`src/rtl/epm_pkg.sv`:
```
package epm_pkg;

  typedef enum logic [1:0] {
    SEL_DIS  = 2'd0,
    SEL_FLT  = 2'd1,
    SEL_BASE = 2'd2,
    SEL_BMAX = 2'd3
  } mask_sel_e;

endpackage

```
`src/rtl/epm_mask_file.sv`:
```
// Mask registers plus the view that governs the boundary after the
// retiring instruction.
module epm_mask_file
  import epm_pkg::*;
#(
  parameter int PW            = 4,
  parameter bit DELAYED_BOOST = 1'b0
) (
  input  logic          clk,
  input  logic          rst_n,
  input  logic          wr_fire,
  input  mask_sel_e     wr_sel,
  input  logic [PW-1:0] wr_data,
  output logic          dis_q,
  output logic          flt_q,
  output logic [PW-1:0] base_q,
  output logic          dis_v,
  output logic          flt_v,
  output logic [PW-1:0] base_v
);

  logic          dis_nx;
  logic          flt_nx;
  logic [PW-1:0] base_nx;
  logic          boost;

  always_comb begin
    dis_nx  = dis_q;
    flt_nx  = flt_q;
    base_nx = base_q;
    if (wr_fire) begin
      unique case (wr_sel)
        SEL_DIS:  dis_nx  = wr_data[0];
        SEL_FLT:  flt_nx  = wr_data[0];
        SEL_BASE: base_nx = wr_data;
        SEL_BMAX: begin
          if ((wr_data != '0) && ((base_q == '0) || (wr_data < base_q)))
            base_nx = wr_data;
        end
        default: ;
      endcase
    end
  end

  // A write that makes the threshold stricter.
  assign boost = (base_nx != '0) && ((base_q == '0) || (base_nx < base_q));

  assign dis_v = dis_nx;
  assign flt_v = flt_nx;

  generate
    if (DELAYED_BOOST) begin : g_late
      assign base_v = boost ? base_q : base_nx;
    end else begin : g_early
      assign base_v = base_nx;
    end
  endgenerate

  always_ff @(posedge clk or negedge rst_n) begin
    if (!rst_n) begin
      dis_q  <= 1'b0;
      flt_q  <= 1'b0;
      base_q <= '0;
    end else if (wr_fire) begin
      dis_q  <= dis_nx;
      flt_q  <= flt_nx;
      base_q <= base_nx;
    end
  end

endmodule

```
`src/rtl/epm_level_calc.sv`:
```
// Execution level: 0 = NMI, 1 = fault mask, 2+p = priority p,
// (1<<PW)+2 = thread with nothing masked.
module epm_level_calc #(
  parameter int PW = 4,
  localparam int LW = PW + 2
) (
  input  logic          handler_active,
  input  logic [PW-1:0] handler_prio,
  input  logic          in_nmi,
  input  logic          dis,
  input  logic          flt,
  input  logic [PW-1:0] base,
  output logic [LW-1:0] lvl
);

  localparam logic [LW-1:0] LVL_THREAD = LW'((1 << PW) + 2);
  localparam logic [LW-1:0] OFS        = LW'(2);
  localparam logic [LW-1:0] LVL_DIS    = LW'(2);
  localparam logic [LW-1:0] LVL_FLT    = LW'(1);

  logic [LW-1:0] base_lvl;
  logic [LW-1:0] hnd_lvl;

  assign base_lvl = {2'b00, base} + OFS;
  assign hnd_lvl  = {2'b00, handler_prio} + OFS;

  always_comb begin
    lvl = LVL_THREAD;
    if (handler_active)                     lvl = hnd_lvl;
    if ((base != '0) && (base_lvl < lvl))   lvl = base_lvl;
    if (dis && (LVL_DIS < lvl))             lvl = LVL_DIS;
    if (flt && (LVL_FLT < lvl))             lvl = LVL_FLT;
    if (in_nmi)                             lvl = '0;
  end

endmodule

```
`src/rtl/epm_pick.sv`:
```
// Selects the winning pending exception against the execution level.
module epm_pick #(
  parameter int NEXC = 8,
  parameter int PW   = 4,
  localparam int LW  = PW + 2,
  localparam int IDW = $clog2(NEXC + 1)
) (
  input  logic [LW-1:0]      lvl,
  input  logic [NEXC-1:0]    exc_pend,
  input  logic [NEXC*PW-1:0] exc_prio,
  input  logic               nmi_pend,
  output logic               hit,
  output logic [IDW-1:0]     id
);

  localparam logic [LW-1:0] OFS = LW'(2);

  logic [NEXC-1:0] elig;
  logic [PW-1:0]   pr [NEXC];

  generate
    for (genvar i = 0; i < NEXC; i++) begin : g_src
      assign pr[i]   = exc_prio[i*PW +: PW];
      assign elig[i] = exc_pend[i] && (({2'b00, pr[i]} + OFS) < lvl);
    end
  endgenerate

  logic [PW-1:0] best_pr;

  always_comb begin
    hit     = 1'b0;
    id      = '0;
    best_pr = '1;
    for (int i = 0; i < NEXC; i++) begin
      if (elig[i] && (!hit || (pr[i] < best_pr))) begin
        hit     = 1'b1;
        id      = IDW'(i);
        best_pr = pr[i];
      end
    end
    if (nmi_pend && (lvl != '0)) begin
      hit = 1'b1;
      id  = IDW'(NEXC);
    end
  end

endmodule

```
`src/rtl/exec_prio_mask.sv`:
```
module exec_prio_mask
  import epm_pkg::*;
#(
  parameter int NEXC          = 8,
  parameter int PW            = 4,
  parameter int AW            = 32,
  parameter bit DELAYED_BOOST = 1'b0,
  localparam int LW           = PW + 2,
  localparam int IDW          = $clog2(NEXC + 1)
) (
  input  logic               clk,
  input  logic               rst_n,
  input  logic               retire_valid,
  input  logic [AW-1:0]      retire_next_pc,
  input  logic               wr_en,
  input  logic [1:0]         wr_sel,
  input  logic [PW-1:0]      wr_data,
  input  logic               handler_active,
  input  logic [PW-1:0]      handler_prio,
  input  logic               in_nmi,
  input  logic               nmi_pend,
  input  logic [NEXC-1:0]    exc_pend,
  input  logic [NEXC*PW-1:0] exc_prio,
  output logic               take_o,
  output logic [IDW-1:0]     take_id,
  output logic [AW-1:0]      ret_addr
);

  logic          wr_fire;
  logic          dis_q, flt_q, dis_v, flt_v;
  logic [PW-1:0] base_q, base_v;
  logic [LW-1:0] lvl;
  logic          hit;
  logic [IDW-1:0] win_id;

  assign wr_fire = retire_valid && wr_en;

  epm_mask_file #(.PW(PW), .DELAYED_BOOST(DELAYED_BOOST)) u_regs (
    .clk     (clk),
    .rst_n   (rst_n),
    .wr_fire (wr_fire),
    .wr_sel  (mask_sel_e'(wr_sel)),
    .wr_data (wr_data),
    .dis_q   (dis_q),
    .flt_q   (flt_q),
    .base_q  (base_q),
    .dis_v   (dis_v),
    .flt_v   (flt_v),
    .base_v  (base_v)
  );

  epm_level_calc #(.PW(PW)) u_lvl (
    .handler_active (handler_active),
    .handler_prio   (handler_prio),
    .in_nmi         (in_nmi),
    .dis            (dis_v),
    .flt            (flt_v),
    .base           (base_v),
    .lvl            (lvl)
  );

  epm_pick #(.NEXC(NEXC), .PW(PW)) u_pick (
    .lvl      (lvl),
    .exc_pend (exc_pend),
    .exc_prio (exc_prio),
    .nmi_pend (nmi_pend),
    .hit      (hit),
    .id       (win_id)
  );

  // Next-state for the grant outputs.
  logic           take_d;
  logic           cap_en;

  assign take_d = retire_valid && hit;
  assign cap_en = take_d;

  always_ff @(posedge clk or negedge rst_n) begin
    if (!rst_n) begin
      take_o <= 1'b0;
    end else begin
      take_o <= take_d;
    end
  end

  always_ff @(posedge clk or negedge rst_n) begin
    if (!rst_n) begin
      take_id  <= '0;
      ret_addr <= '0;
    end else if (cap_en) begin
      take_id  <= win_id;
      ret_addr <= retire_next_pc;
    end
  end

  // Unused register copies kept visible to the checker.
  logic unused_q;
  assign unused_q = flt_q ^ dis_q;

endmodule

```
`config.mk`:
```
export PLATFORM = sky130hd
export DESIGN_NAME = exec_prio_mask
export DESIGN_NICKNAME = d
export VERILOG_FILES = /design/src/rtl/epm_pkg.sv /design/src/rtl/epm_mask_file.sv /design/src/rtl/epm_level_calc.sv /design/src/rtl/epm_pick.sv /design/src/rtl/exec_prio_mask.sv
export SDC_FILE = /design/constraint.sdc
export NUM_CORES = 1
export LEC_CHECK = 0
export ABC_CLOCK_PERIOD_IN_PS = 16600
export BUFFER_PORTS_ARGS = -buffer_cell sky130_fd_sc_hd__buf_2
export CAP_MARGIN = 20
export CORE_ASPECT_RATIO = 1.4
export CORE_MARGIN = 2
export CORE_UTILIZATION = 55
export CTS_CLUSTER_DIAMETER = 60
export CTS_CLUSTER_SIZE = 24
export DETAILED_ROUTE_END_ITERATION = 7
export PLACE_DENSITY = 0.82
export SLEW_MARGIN = 30
export SYNTH_ARGS = -nofsm -noshare
export SYNTH_HDL_FRONTEND = slang
export SYNTH_SLANG_ARGS = --single-unit
```
`constraint.sdc`:
```
create_clock -name clk -period 16.6 [get_ports clk]
set_input_delay 0 -clock clk [delete_from_list [all_inputs] [get_ports clk]]
set_output_delay 0 -clock clk [all_outputs]
set_load 0.02 [all_outputs]
```
Word level (Yosys, flattened, before mapping)
Cells that the tools add are included.
- mux-type cells: 36
- equal/unequal tests: 3
- reductions and logical operators: 42
- $lt $le $gt $ge: 19
- add/sub/neg operators: 10
- operator list (cell ; count):
    $lt A6 B6 Y1 ; 9
    $add A4 B2 Y5 const B ; 10
    $mux W4 ; 10
    $lt A4 B4 Y1 ; 8
    $mux W6 ; 5
    $logic_and A1 B1 Y1 ; 22
    $mux W1 ; 14
    $mux W3 ; 4
    $logic_or A1 B1 Y1 ; 8
    $pmux W4 S2 ; 1
    $reduce_bool A4 Y1 ; 2
    $logic_not A1 Y1 ; 7
    $lt A1 B6 Y1 const A ; 1
    $lt A2 B6 Y1 const A ; 1
    $reduce_bool A6 Y1 ; 1
    $eq A2 B2 Y1 const B ; 2
    $logic_not A4 Y1 ; 1
    $mux W2 ; 2
    $eq A2 B1 Y1 const B ; 1
    $logic_not A2 Y1 ; 1
- flip-flop bits (word level): 43
- input bits: 89
- logic and storage cells: 116
- output and inout bits: 37

Depth between registers and ports, before layout
Gate-level depths: netlist of run 1.
- depth in word-level cells: 50
- mapped depth: 89
- depth with buffers taken out: 84

Hierarchy
From an unflattened synthesis of run 1, not the netlist that was laid out.
- cells, all modules: 509
- area, all modules: 4880.9 um2
- modules (own cells, without submodules) (module ; sequential area each (um2) ; instances ; cells each ; area each (um2)):
    epm_pick ; 0.0 ; 1 ; 319 ; 2483.6
    exec_prio_mask ; 925.9 ; 1 ; 79 ; 1495.2
    epm_mask_file ; 150.1 ; 1 ; 51 ; 484.2
    epm_level_calc ; 0.0 ; 1 ; 60 ; 417.9

Least setup slack after synthesis of run 1
Ideal clock, no wire load.
- path kind: reg-to-reg
- from: register u_regs.base_q[3]
- to: register take_id[0]
- setup slack: 1.222 ns
- library setup time: 0.094 ns
- required time: 16.506 ns
- path buffers: 4
- cell stages (with the launch flop): 89
- clock period less this slack: 15.378 ns
- data arrival time: 15.284 ns
- cell sequence: dfrtp_1 > inv_1 > ha_1 > o211ai_1 > o21ai_1 > a21oi_1 > o2bb2ai_1 > inv_1 > ha_1 > inv_1 > and4_1 > nor2_1 > ha_1 > a21o_1 > a21oi_1 > o21a_1 > o31a_2 > o41ai_4 > [... 53 more ...] > o311a_1 > buf_6 > mux2i_1 > ha_1 > a21o_1 > a211oi_1 > nor2_1 > or4_1 > buf_2 > mux2_4 > ha_1 > a21o_1 > nand2_1 > nand2_1 > nor3_1 > a221oi_1 > and3_1 > a211oi_1
- longest elaborated chain between the ends: 50
- elaborated cells on any way between the ends: 90
- classes of those cells: 1 x add/sub; 19 x order compare; 31 x mux; 39 x reduce/logical
- RTL lines (what ; RTL line ; text):
    start: declaration ; epm_mask_file.sv:16 ; output logic [PW-1:0] base_q,
    start signal: assignment ; epm_mask_file.sv:67 ; base_q <= base_nx;
    $lt A4 B4 Y1 / $logic_not A4 Y1 (equally long branches) ; epm_mask_file.sv:37 ; if ((wr_data != '0) && ((base_q == '0) || (wr_data < base_q)))
    $logic_or A1 B1 Y1 * ; epm_mask_file.sv:37 ;
    $logic_and A1 B1 Y1 * ; epm_mask_file.sv:37 ;
    $mux W4 * ; epm_mask_file.sv:37 ;
    $pmux W4 S2 * ; epm_mask_file.sv:32 ; unique case (wr_sel)
    $mux W4 * ; epm_mask_file.sv:31 ; if (wr_fire) begin
    net base_v[1] ; exec_prio_mask.sv:31 ; logic [PW-1:0] base_q, base_v;
    $add A4 B2 Y5 ; epm_level_calc.sv:24 ; assign base_lvl = {2'b00, base} + OFS;
    [... 35 more ...] ; -- ;
    $logic_and A1 B1 Y1 ; epm_pick.sv:35 ; if (elig[i] && (!hit || (pr[i] < best_pr))) begin
    $mux W4 / $mux W1 (equally long branches) ; epm_pick.sv:35 ;
    $lt A4 B4 Y1 / $logic_not A1 Y1 (equally long branches) ; epm_pick.sv:35 ;
    $logic_or A1 B1 Y1 ; epm_pick.sv:35 ;
    $logic_and A1 B1 Y1 ; epm_pick.sv:35 ;
    $mux W1 ; epm_pick.sv:35 ;
    $mux W1 ; epm_pick.sv:41 ; if (nmi_pend && (lvl != '0)) begin
    $logic_and A1 B1 Y1 ; exec_prio_mask.sv:75 ; assign take_d = retire_valid && hit;
    end signal: assignment ; exec_prio_mask.sv:91 ; take_id <= win_id;
    end: declaration ; exec_prio_mask.sv:25 ; output logic [IDW-1:0] take_id,
The timed path passes the listed nets; every way through them passes the cells marked *.
A chain may end at the register's enable or synchronous reset.

Worst setup path after layout of run 1
- from: register u_regs.base_q[1]
- to: register take_id[0]
The elaborated chain is that of the path after synthesis.

==> summary.txt, run 1 <==
Place
  • Place WS: 335 ps
  • Port Buffer Count: 125
  • Cell Area, Placed: 0.00584 mm²
  • RePlAce Congestion: 1.02
  • Detailed placement HPWL: 12.4 mm

Setup path
  • Arrival time at the worst endpoint: 15900 ps
  • Crit path top cell by count: ha_1
  • Worst R2R Path Depth: 80
  • CP max-delay cell: or4_4
  • Max stage delay on crit path: 580 ps
  • Crit end category: flip-flop
  • Setup crit start kind: flip-flop
  • Max FO, Critical Path: 8
  • Setup CP Type: reg -> reg
  • CP required: 16780 ps

Yosys
  • Yosys top cell by area: dfrtp_1
  • Largest cells by area after synthesis: dfrtp_1, ha_1, nand2_1
  • Most used DFF post-synth: dfrtp_1
  • Flops & latches, synth: 43
  • Yosys Warn Count: 0
  • Synth unique cells: 88
  • Synth Area per Inst: 7.85 µm²
  • Syn Inst Count: 643
  • Synthesized area: 0.00505 mm²
  • Sequential-to-total area share from yosys stat: 21.3%
  • Number of flops mapped to enable cells by yosys: 0
  • Synth Net Count: 792
  • Yosys top cell area share: 21.3%
  • Async set-reset flop share out of synthesis: 100%

Status
  • Status: complete, no violations

Clock network
  • TritonCTS clock tree: built
  • Clock buffer depth: 2
  • CTS clock-pin slew for the worst setup and hold paths: 60 ps
  • H-tree lvl count: 2
  • CTS buffer count: 5
  • Worst skew pair latency: 290 ps
  • Number of clock sinks seen by CTS: 43
  • CTS root buf: clkbuf_16

Detailed routing
  • Metal2 WL: 9.17 mm
  • Avg WL per Cell: 18.6 µm
  • DRT antenna net count: 0
  • Met1 wire length: 6.15 mm
  • DRT iter0 DRCs: 357
  • Final WL: 17.3 mm
  • Drt pass-1 iters: 5
  • Via/cell ratio: 6.31
  • Max Used Layer: met4
  • DRC violations left: 0
  • Total number of vias: 5854
  • Met3 WL post-DR: 1.02 mm

Worst hold path
  • Worst Hold Class: in -> reg
  • Worst Hold Depth: 3

Floorplan
  • Core area: 0.00898 mm²
  • Chip Width: 85.0 µm
  • Die Y: 117 µm
  • Initial Utilization: 56.2%
  • Std-Cell Rows: 41
  • I/O pins: 126
  • Die area: 0.00997 mm²

Global route
  • First-pass GRT wire length: 27.0 mm
  • GRT Total Usage: 32.7%
  • Global route overflow: 0
  • Largest net degree at the start of global routing: 44
  • Vias in the first global route: 5876
  • Initial antenna violation count: 0

Power
  • Pwr per Cell Area: 135 mW/mm²
  • Combinational share of power: 71.4%
  • Maximum VDD drop: 0.000104 V
  • Pleak: 3.26 nW
  • Clk pwr share: 10.9%
  • Internal power: 0.445 mW
  • Power, Total: 0.878 mW
  • Seq pwr share: 17.7%
  • Sw Pwr: 0.433 mW
  • Sw frac: 49.3%

Finish
  • Layout cells sized above 1: 26.1%
  • Area added between synthesis and finish: 28.7%
  • FF/Latch Area: 0.00108 mm²
  • Final Cell Area: 0.00649 mm²
  • ANT cells: 0
  • Post-layout util: 72.3%
  • Nets: 968
  • Area of the multi-input gates: 0.00387 mm²
  • Fillers: 693

Timing
  • Crit path time final: 15720 ps
  • Period utilisation layout: 94.7%
  • Worst Tran Pin Value: 716 ps
  • Hold Slack: 53.0 ps
  • Pins Over Slew Limit: 0
  • Final count of negative-setup-slack endpoints: 0
  • Final Hold Vio Count: 0
  • Slew HR: 51.9%
  • Max Freq: 63.6 MHz
  • Worst setup margin: 881 ps
  • Worst Clk Skew: 5.58 ps

Run
  • Max_cap viols: 0
routing by layer:
metal  vias up  track usage, %
li1       2716               -
met1      2778            33.2
met2       278            62.0
met3        82            5.14
met4         0            16.9
met5         -               0
power by group through the flow:
stage                     sequential [mW]  combinational [mW]  clock [mW]
final                               0.155               0.627      0.0961
after global routing                0.157               0.685      0.0997
after floorplan                     0.185               0.376           0
after CTS                           0.151               0.577      0.0955
after global placement              0.151               0.544           0
after detailed placement            0.153               0.567           0
layout by cell type (no fill, tap or decap), drive strengths merged, types with 5 or more instances in the layout:
| cell type | instances |
|---|---|
| clkbuf | 5 |
| o211ai | 7 |
| mux2 | 7 |
| nor2 | 45 |
| or4 | 5 |
| nor3 | 11 |
| inv | 33 |
| a211o | 6 |
| nor4 | 7 |
| mux2i | 7 |
| dfrtp | 43 |
| nand2 | 137 |
| a21o | 10 |
| or2 | 8 |
| o2111ai | 6 |
| nand3 | 10 |
| a211oi | 8 |
| and2 | 6 |
| buf | 150 |
| o22ai | 5 |
| o21a | 11 |
| nor2b | 9 |
| nand2b | 17 |
| a21oi | 26 |
| ha | 60 |
| and3 | 16 |
| a31oi | 11 |
| xor2 | 9 |
| a21boi | 8 |
| o21ai | 37 |
| o31ai | 6 |
| dlygate4sd3 | 33 |
logic make-up after synthesis:
family / count (synthesis) / synth area share (%)
compound gates: 175 / 25.6
xor+xnor: 11 / 1.91
fa+ha+maj: 63 / 15.5
buf+inv: 47 / 4.12
flops: 43 / 21.3
mux: 14 / 3.10
simple gates: 290 / 28.5
flip-flops by register name, summed over array words and instances, names as in the netlist:
name / flops
u_regs.flt_q: 1
take_id: 4
take_o: 1
u_regs.dis_q: 1
u_regs.base_q: 4
ret_addr: 32
synth_stat cells, drive strengths merged, types with 8 or more instances:
cell and number:
nand2 137, ha 60, nor2 45, dfrtp 43, o21ai 37, inv 32
a21oi 26, nand2b 17, and3 16, a31oi 11, nor3 11, o21a 11
a21o 10, nand3 10, clkbuf 9, nor2b 9, xor2 9, a211oi 8
a21boi 8, or2 8
layout make-up:
class / instances / area share, %
Multi-Input combinational cell: 553 / 59.5
Tap cell: 107 / 2.06
Inverter: 33 / 1.91
Clock buffer: 5 / 1.93
Clock inverter: 3 / 0.308
Timing Repair Buffer: 183 / 17.7
Sequential cell: 43 / 16.6
path summary, 6_finish.rpt:
path | startpoint | endpoint | slack (ps)
worst max-delay path | u_regs.base_q[1] | take_id[0] | 880
worst min-delay path | wr_data[2] | u_regs.base_q[2] | 50
worst max register to register | u_regs.base_q[1] | take_id[0] | 880
worst min register to register | ret_addr[3] | ret_addr[3] | 470
max in group asynchronous | rst_n | u_regs.base_q[1] | 15950
min in group asynchronous | rst_n | ret_addr[19] | 250
stage by stage:
stage,setup TNS [ps],cells
2_1_floorplan,0,643
3_3_place_gp,0,875
3_5_place_dp,0,875
4_1_cts,0,916
5_1_grt,-157,927
6_report,0,927
critical path, delay by kind of cell, from the launching register on:
family	cells	cell delay, ps
flops	1	440
fa+ha+maj	10	2830
mux	4	1140
buf+inv	6	640
simple gates	28	4590
compound gates	32	6030
timing repair:
item | in CTS | in global routing
endpoints found under the hold margin | 75 | 0
setup buffers | 0 | 11
hold buffers | 33 | 0
gates resized for setup | 0 | 23
setup endpoints to repair | 0 | 3
No activity file was read; power rests on OpenSTA's default activity.
==> inputs of run 2 (changes only) <==
--- a/config.mk
+++ b/config.mk
@@ -12,10 +12,10 @@
 export CORE_MARGIN = 2
 export CORE_UTILIZATION = 55
 export CTS_CLUSTER_DIAMETER = 60
-export CTS_CLUSTER_SIZE = 24
 export DETAILED_ROUTE_END_ITERATION = 7
-export PLACE_DENSITY = 0.82
+export PLACE_DENSITY = 0.83
 export SLEW_MARGIN = 30
 export SYNTH_ARGS = -nofsm -noshare
 export SYNTH_HDL_FRONTEND = slang
+export SYNTH_HIERARCHICAL = 1
 export SYNTH_SLANG_ARGS = --single-unit
==> summary.txt, run 2 <==
Status
  • Status: complete, no violations

Finish
  • Area added between synthesis and finish: 25.0%
  • Max reg flops: 32
  • ANT cells: 0
  • Largest registers: ret_addr (32), take_id (4), u_regs/base_q (4)
  • Commonest non-fill, non-tap cells in the layout: buf_2, ha_1, dfrtp_1
  • Fillers: 625
  • Top reg by flops: ret_addr
  • Layout cells sized above 1: 32.6%
  • Commonest non-fill, non-tap cell in the layout: buf_2
  • Nets: 814

Detailed routing
  • Met3 WL post-DR: 952 µm
  • Max Used Layer: met4
  • Final WL: 14.7 mm
  • Met1 wire length: 5.54 mm
  • DRC violations left: 0
  • Metal2 WL: 7.55 mm
  • Via/cell ratio: 6.10
  • DRT iter0 DRCs: 228
  • DRT antenna net count: 0
  • Avg WL per Cell: 19.1 µm
  • Total number of vias: 4704
  • Drt pass-1 iters: 5

Floorplan
  • Die Y: 115 µm
  • I/O pins: 126
  • Initial Utilization: 56.7%
  • Die area: 0.00965 mm²
  • Std-Cell Rows: 40
  • Chip Width: 83.6 µm
  • Core area: 0.00861 mm²

Clock network
  • Number of clock sinks seen by CTS: 43
  • Worst skew pair latency: 300 ps
  • CTS clock-pin slew for the worst setup and hold paths: 60 ps
  • TritonCTS clock tree: built
  • Clock buffer depth: 2
  • CTS buffer count: 5
  • H-tree lvl count: 2
  • Post-CTS Setup Inserts: 0
  • CTS root buf: clkbuf_16

Yosys
  • Number of flops mapped to enable cells by yosys: 0
  • Most used DFF post-synth: dfrtp_1
  • Largest cells by area after synthesis: dfrtp_1, ha_1, mux2_4
  • Flops & latches, synth: 43
  • Yosys top cell area share: 22.0%
  • Cell with the most instances after synthesis: ha_1
  • Yosys top cell by area: dfrtp_1
  • Synth Net Count: 658
  • Synth Area per Inst: 9.59 µm²
  • Synth unique cells: 84
  • Commonest cells post-synth: ha_1, dfrtp_1, inv_1
  • Syn Inst Count: 509
  • Synthesized area: 0.00488 mm²
  • Async set-reset flop share out of synthesis: 100%
  • Sequential-to-total area share from yosys stat: 22.0%
  • Yosys Warn Count: 6

Setup path
  • Max stage delay on crit path: 490 ps
  • Setup CP Type: reg -> reg
  • Worst R2R Path Depth: 65
  • CP required: 16830 ps
  • Max FO, Critical Path: 12
  • CP max-delay cell: a221o_1
  • Setup crit start: u_regs/base_q[1]
  • Crit path top cell by count: ha_1
  • Arrival time at the worst endpoint: 15880 ps
  • Reg2reg end: take_id[1]
  • End point of the critical path: take_id[1]
  • Crit end category: flip-flop
  • R2r setup slk: 940 ps
  • Setup crit start kind: flip-flop
  • FF-to-FF Start: u_regs/base_q[1]

Place
  • Detailed placement HPWL: 10.6 mm
  • Place WS: 972 ps
  • RePlAce Congestion: 0.945
  • Port Buffer Count: 125

Timing
  • Worst Clk Skew: 18.1 ps
  • Slew HR: 58.0%
  • Final count of negative-setup-slack endpoints: 0
  • Final Hold Vio Count: 0
  • Period utilisation layout: 94.3%
  • Post-Route Setup TNS: 0 ps
  • Pins Over Slew Limit: 0
  • Max Freq: 63.9 MHz
  • Worst Tran Pin Value: 621 ps
  • Unrepaired setup endpoints after global routing: no
  • Crit path time final: 15660 ps
  • Worst setup margin: 945 ps

Power
  • Pwr per Cell Area: 160 mW/mm²
  • Pleak: 2.98 nW
  • Maximum VDD drop: 0.000142 V

Run
  • Max_cap viols: 0

Global route
  • First-pass GRT wire length: 23.3 mm
  • Global route overflow: 0
  • Largest net degree at the start of global routing: 44
  • Vias in the first global route: 4716
  • GRT Total Usage: 30.3%
  • Initial antenna violation count: 0

Worst hold path
  • Worst Hold Class: in -> reg
==> run 2: metrics by stage <==
| step | cells | hold WS, ps | total power [mW] | instance area [µm²] | utilization [%] |
|---|---|---|---|---|---|
| floorplan | 509 | -296 | 0.674 | 4880 | - |
| global placement | 730 | 170 | 0.786 | 5560 | 64.5 |
| detailed placement | 730 | 179 | 0.812 | 5560 | 64.5 |
| CTS | 771 | 78.9 | 0.951 | 6080 | 70.6 |
| global route | 771 | 110 | 1.05 | 6100 | 70.9 |
| finish | 771 | 118 | 0.974 | 6100 | 70.9 |
==> run 2: cells by family after synthesis <==
kind of cell	share of synthesized area (%)
muxes	13.5
AOI/OAI and AO/OA	25.8
DFF	22.0
other	0.0768
and+or+nand+nor	15.8
xor gates and xnor gates	1.97
adders and majority gates	15.8
buffers and inverters	5.05
==> run 2: worst min-delay path by stage <==
stage / to / slack (ps) / from / cells after the start
6_report: u_regs/base_q[1] / 120 / wr_data[1] / 3
5_1_grt: u_regs/base_q[1] / 110 / wr_data[1] / 3
4_1_cts: u_regs/base_q[1] / 80 / wr_data[1] / 3
3_5_place_dp: ret_addr[24] / 180 / rst_n / 1
3_3_place_gp: ret_addr[16] / 170 / rst_n / 1
2_1_floorplan: ret_addr[0] / -300 / rst_n / 0
==> run 2: per-layer routing <==
metal  vias up  track usage, %
li1       2224               -
met1      2226            31.8
met2       205            56.4
met3        49            5.77
met4         0            17.4
met5         -               0
==> run 2: repair_timing <==
action / in CTS / in global routing
resized for setup: 0 / 3
endpoints found under the setup margin: 0 / 3
hold buffers: 33 / 0
hold endpoints to repair: 75 / 0
==> run 2: where the power goes <==
| group | switching [mW] | internal [mW] | total, mW | leakage (nW) |
|---|---|---|---|---|
| clock network | 0.0451 | 0.0863 | 0.131 | 0.0900 |
| registers | 0.0177 | 0.126 | 0.144 | 0.505 |
| logic | 0.399 | 0.300 | 0.699 | 2.38 |
==> run 2: critical path: cells and delay by family (launching register included) <==
family / cells / cell delay, ps
compound gates: 31 / 7750
xor+xnor: 1 / 250
fa+ha+maj: 11 / 3310
buf+inv: 5 / 570
flops: 1 / 390
mux: 6 / 1570
simple gates: 11 / 1790
==> run 2: layout make-up <==
cell class	count	area, µm²	area share (%)
repair buffers	159	966	15.8
flip-flops and latches	43	1080	17.6
well taps	105	131	2.15
clock buffers	5	125	2.05
inverters	42	158	2.58
clock inverters	3	67.6	1.11
multi-input cells	414	3580	58.6
